===== src/rtl/pcseq_pkg.sv =====
package pcseq_pkg;
  localparam int unsigned OPC_W = 6;

  localparam logic [OPC_W-1:0] OPC_JMP = 6'd2;
  localparam logic [OPC_W-1:0] OPC_JAL = 6'd3;
  localparam logic [OPC_W-1:0] OPC_BEQ = 6'd4;
  localparam logic [OPC_W-1:0] OPC_BNE = 6'd5;

  typedef enum logic [2:0] {
    KIND_SEQ = 3'd0,
    KIND_BEQ = 3'd1,
    KIND_BNE = 3'd2,
    KIND_JMP = 3'd3,
    KIND_JAL = 3'd4
  } cf_kind_e;

  typedef enum logic [1:0] {
    SEL_SEQ = 2'd0,
    SEL_BR  = 2'd1,
    SEL_JMP = 2'd2
  } next_sel_e;
endpackage


===== src/rtl/pcseq_decode.sv =====
module pcseq_decode
  import pcseq_pkg::*;
(
  input  logic [OPC_W-1:0] opcode_i,
  output cf_kind_e         kind_o
);
  always_comb begin
    unique case (opcode_i)
      OPC_JMP: kind_o = KIND_JMP;
      OPC_JAL: kind_o = KIND_JAL;
      OPC_BEQ: kind_o = KIND_BEQ;
      OPC_BNE: kind_o = KIND_BNE;
      default: kind_o = KIND_SEQ;
    endcase
  end
endmodule


===== src/rtl/pcseq_cond.sv =====
module pcseq_cond
  import pcseq_pkg::*;
#(
  parameter int unsigned XLEN = 32
) (
  input  cf_kind_e        kind_i,
  input  logic [XLEN-1:0] a_i,
  input  logic [XLEN-1:0] b_i,
  output next_sel_e       sel_o,
  output logic            taken_o,
  output logic            link_o
);
  logic same;
  assign same = (a_i == b_i);

  always_comb begin
    sel_o   = SEL_SEQ;
    taken_o = 1'b0;
    link_o  = 1'b0;
    unique case (kind_i)
      KIND_BEQ: if (same)  begin sel_o = SEL_BR; taken_o = 1'b1; end
      KIND_BNE: if (!same) begin sel_o = SEL_BR; taken_o = 1'b1; end
      KIND_JMP: begin sel_o = SEL_JMP; taken_o = 1'b1; end
      KIND_JAL: begin sel_o = SEL_JMP; taken_o = 1'b1; link_o = 1'b1; end
      default: ;
    endcase
  end
endmodule


===== src/rtl/pcseq_target.sv =====
module pcseq_target #(
  parameter int unsigned XLEN   = 32,
  parameter int unsigned IMM_W  = 16,
  parameter int unsigned JIDX_W = 26
) (
  input  logic [XLEN-1:0]   pc_i,
  input  logic [IMM_W-1:0]  imm_i,
  input  logic [JIDX_W-1:0] jidx_i,
  output logic [XLEN-1:0]   seq_o,
  output logic [XLEN-1:0]   br_o,
  output logic [XLEN-1:0]   jmp_o
);
  localparam int unsigned SH    = 2;                    // word to byte scaling
  localparam int unsigned EXT_W = XLEN - IMM_W - SH;
  localparam int unsigned TOP_W = XLEN - JIDX_W - SH;

  logic [XLEN-1:0] disp;

  assign seq_o = pc_i + XLEN'(4);
  assign disp  = {{EXT_W{imm_i[IMM_W-1]}}, imm_i, {SH{1'b0}}};
  assign br_o  = seq_o + disp;
  // upper bits come from the instruction's own address, not the incremented one
  assign jmp_o = {pc_i[XLEN-1 -: TOP_W], jidx_i, {SH{1'b0}}};
endmodule


===== src/rtl/pc_sequencer.sv =====
module pc_sequencer
  import pcseq_pkg::*;
#(
  parameter int unsigned XLEN   = 32,
  parameter int unsigned IMM_W  = 16,
  parameter int unsigned JIDX_W = 26
) (
  input  logic            clk_i,
  input  logic            rst_ni,
  input  logic            en_i,
  input  logic [XLEN-1:0] instr_i,
  input  logic [XLEN-1:0] rs_val_i,
  input  logic [XLEN-1:0] rt_val_i,
  output logic [XLEN-1:0] pc_o,
  output logic [XLEN-1:0] pc_plus4_o,
  output logic            taken_o,
  output logic            link_valid_o
);
  logic [XLEN-1:0] pc_q, pc_d;
  logic [XLEN-1:0] seq_addr, br_addr, jmp_addr;
  cf_kind_e        kind;
  next_sel_e       sel;

  pcseq_decode u_dec (
    .opcode_i (instr_i[XLEN-1 -: OPC_W]),
    .kind_o   (kind)
  );

  pcseq_cond #(.XLEN(XLEN)) u_cond (
    .kind_i  (kind),
    .a_i     (rs_val_i),
    .b_i     (rt_val_i),
    .sel_o   (sel),
    .taken_o (taken_o),
    .link_o  (link_valid_o)
  );

  pcseq_target #(.XLEN(XLEN), .IMM_W(IMM_W), .JIDX_W(JIDX_W)) u_tgt (
    .pc_i   (pc_q),
    .imm_i  (instr_i[IMM_W-1:0]),
    .jidx_i (instr_i[JIDX_W-1:0]),
    .seq_o  (seq_addr),
    .br_o   (br_addr),
    .jmp_o  (jmp_addr)
  );

  always_comb begin
    unique case (sel)
      SEL_BR:  pc_d = br_addr;
      SEL_JMP: pc_d = jmp_addr;
      default: pc_d = seq_addr;
    endcase
  end

  always_ff @(posedge clk_i or negedge rst_ni) begin
    if (!rst_ni)   pc_q <= '0;
    else if (en_i) pc_q <= pc_d;
  end

  assign pc_o       = pc_q;
  assign pc_plus4_o = seq_addr;
endmodule


===== config.mk =====
export PLATFORM = sky130hd
export DESIGN_NAME = pc_sequencer
export DESIGN_NICKNAME = d
export VERILOG_FILES = /design/src/rtl/pcseq_pkg.sv /design/src/rtl/pcseq_decode.sv /design/src/rtl/pcseq_cond.sv /design/src/rtl/pcseq_target.sv /design/src/rtl/pc_sequencer.sv
export SDC_FILE = /design/constraint.sdc
export NUM_CORES = 1
export LEC_CHECK = 0
export ABC_AREA = 1
export ABC_CLOCK_PERIOD_IN_PS = 4750
export BUFFER_PORTS_ARGS = -buffer_cell sky130_fd_sc_hd__buf_2
export CELL_PAD_IN_SITES_DETAIL_PLACEMENT = 1
export CELL_PAD_IN_SITES_GLOBAL_PLACEMENT = 2
export CORE_MARGIN = 3
export CORE_UTILIZATION = 29
export CTS_CLUSTER_SIZE = 30
export DETAILED_ROUTE_END_ITERATION = 8
export HOLD_SLACK_MARGIN = 0.03
export PLACE_DENSITY_LB_ADDON = 0.1
export SLEW_MARGIN = 20
export SYNTH_ARGS = -nofsm -noshare
export SYNTH_HDL_FRONTEND = slang
export SYNTH_HIERARCHICAL = 1
export SYNTH_SLANG_ARGS = --single-unit
export TNS_END_PERCENT = 1

===== constraint.sdc =====
create_clock -name clk_i -period 4.75 [get_ports clk_i]
set_input_delay 0.7125 -clock clk_i [delete_from_list [all_inputs] [get_ports clk_i]]
set_output_delay 0.7125 -clock clk_i [all_outputs]
set_load 0.05 [all_outputs]

==> results.py <==
metrics = {
    "critical_path": {
        "cp_max_fo": 6,
        "cp-start-kind": "register",
        "crit_start": "pc_o[3]",
        "reg2reg_from": "pc_o[3]",
        "critical_path_required_ps": 4930,
        "crit_path_end_kind": "register",
        "worstPathArrival_ps": 3670,
        "worstSetupPathType": "reg2reg",
    },
    "clocking": {
        "htreeDepth": 2,
        "clockBufferDepth": 2,
        "cts.sinks": 32,
        "clockRootBuffer": "clkbuf_16",
        "cts_setup_buffers": 0,
        "cts_buffers": 5,
        "clk_latency_ps": 280,
        "cts_hold_buffers": 0,
        "cts_tree": "done",
        "clkTransAtPathRegs_ps": 60,
        "cts_resized": 0,
    },
    "yosys": {
        "synth_ff_type": "dfrtp_1",
        "ys_seq_elements": 32,
        "synthTopCellsByCount": "nand2_1 (417), inv_1 (161), a21oi_1 (61), nor2_1 (61), nand3_1 (42)",
        "ys_top_cells_by_area": "nand2_1 (26%), dfrtp_1 (13%), inv_1 (10%)",
        "synth_top_area_share_pct": 25.9,
        "synth_area_per_cell_sq_um": 5.83,
        "synth_edf_count": 0,
        "syn_inst": 1037,
        "synth_most_common_cell": "nand2_1",
        "ys_warn_count": 6,
        "synth.largest_area_cell": "nand2_1",
        "synthDistinctLibCells": 38,
        "synthArstFlopShare_pct": 100,
        "syn-cell-area_sq_um": 6040,
        "synth-seq-area-share_pct": 13.2,
    },
    "finish": {
        "largest_reg_flops": 32,
        "syn_to_final_growth_pct": 14.8,
        "multiInputGateArea_sq_um": 4180,
        "antennaDiodeCount": 0,
        "finalNetCount": 1294,
        "drive_gt1_share_pct": 21.2,
        "num-fill-cells": 2850,
        "seq_area_sq_um": 801,
        "post-route-util_pct": 34.1,
    },
    "timing": {
        "finalHoldWorstSlack_ps": 524,
        "setup_tns_ps": 0,
        "fin_crit_sh_pct": 73.5,
        "period_needed_ps": 3490,
        "timing.fmax_mhz": 286,
        "drv_slew": 0,
        "hold_viol": 0,
        "max-slew-margin-rel_pct": 38.6,
        "finalSetupViolCount": 0,
        "finalClockSkew_ps": 5.51,
        "rsz0062_at_grt": "false",
        "worst_slew_pin_slew_ps": 922,
    },
    "drt": {
        "drt_first_pass_iters": 4,
        "wire_per_inst_um": 15.8,
        "vias": 6549,
        "viasPerCell": 4.58,
        "drcViolationCount": 0,
        "drtIter0Drc": 213,
        "routed_wl_um": 22600,
        "drtAntennaViolNets": 0,
    },
    "floorplanning": {
        "pin_count": 165,
        "start_util_pct": 29.7,
        "die_w_um": 150,
        "die_h_um": 150,
        "die_area_sq_um": 22600,
        "rows": 52,
        "core_area_sq_um": 20400,
    },
    "global_routing": {
        "grt_util_all_layers_pct": 20.0,
        "grt_max_degree": 65,
        "grt_pass1_vias": 6628,
        "antenna_found_initial": 1,
        "grt_first_pass_wirelength_um": 35700,
        "grt_overflow_total": 0,
    },
    "min_path": {
        "worst_hold_path_type": "in2async",
    },
    "placement": {
        "hpwl_um": 19100,
        "gp_congestion": 0.831,
        "port_buffers": 164,
    },
    "pwr": {
        "p_per_area_nw_per_um2": 367,
        "p_leak_nw": 3.93,
        "ir_worst_vdd_mv": 0.121,
    },
    "run": {
        "cap_violations": 0,
    },
    "outcome": {
        "status": "completed",
    },
}
cell families after synthesis:
family	count (synthesis)	synth area share [%]
other	1	0.0620
xor gates and xnor gates	58	8.40
buffers and inverters	221	17.7
adders and majority gates	36	7.58
and+or+nand+nor	613	46.5
AOI/OAI and AO/OA	76	6.52
DFF	32	13.2
cell type report:
class | instances | share of cell area (%)
sequential | 32 | 11.5
clock inverter | 1 | 0.0721
multi-input combinational | 785 | 60.2
timing repair buffer | 169 | 12.4
inverter | 166 | 9.07
tap | 270 | 4.87
clock buffer | 6 | 1.86
worst max-delay path, cell delays in order, from the launching register on:
cell	delay (ps)
dfrtp_1	460
ha_1	250
nand2_2	80
nor2_4	140
nand4_4	160
nor4_4	280
xor2_1	420
ha_1	270
nand2_1	110
nor2_1	170
inv_1	80
nor3_1	260
nand3_1	170
nand4_1	120
nand2_1	70
nand2_1	110
nand3_2	70
nand2_1	100
nand2_1	50
routing by layer:
metal	global-route usage [%]	wire length (um)
met1	28.3	11100
met2	32.7	10100
met3	2.50	1100
met4	3.84	267
met5	0	13
final timing paths:
path / slack [ps] / cells after the start / end
min in group clk_i: 560 / 2 / pc_o[1]
worst max-delay path: 1260 / 18 / pc_o[24]
max in group asynchronous: 3690 / 1 / pc_o[28]
worst max register to register: 1260 / 18 / pc_o[24]
worst min-delay path: 520 / 1 / pc_o[17]
worst min register to register: 560 / 2 / pc_o[1]
per-stage QoR:
| step | total power, mW | instances | cell area (sq um) | setup WS [ps] |
|---|---|---|---|---|
| final | 2.55 | 1429 | 6940 | 1260 |
| after global routing | 2.76 | 1429 | 6940 | 828 |
| after CTS | 2.57 | 1429 | 6940 | 1210 |
| after detailed placement | 2.24 | 1422 | 6810 | 1240 |
| after global placement | 2.24 | 1422 | 6810 | 1270 |
| after floorplan | 1.77 | 1038 | 6050 | 829 |
power breakdown:
| group | switching (mW) | internal, mW |
|---|---|---|
| Clock | 0.130 | 0.191 |
| Combinational | 1.28 | 0.478 |
| Sequential | 0.131 | 0.336 |
| Total | 1.54 | 1.00 |
placed cells by master (no fill, tap or decap), drive strengths merged:
master	Yosys	layout
nand3	75	75
and2	1	1
a21o	1	1
nor2	79	79
a21oi	61	61
nor3	10	10
clkbuf	0	6
buf	55	169
conb	1	2
nand4	13	13
nor3b	1	1
and3	1	1
dfrtp	32	32
a31oi	1	1
ha	35	35
fa	1	1
or2	1	1
inv	165	165
o21bai	4	4
clkinv	1	2
nand2	428	428
xnor2	27	27
nor4	4	4
o21ai	9	9
xor2	31	31
(Power assumes the default switching activity.)
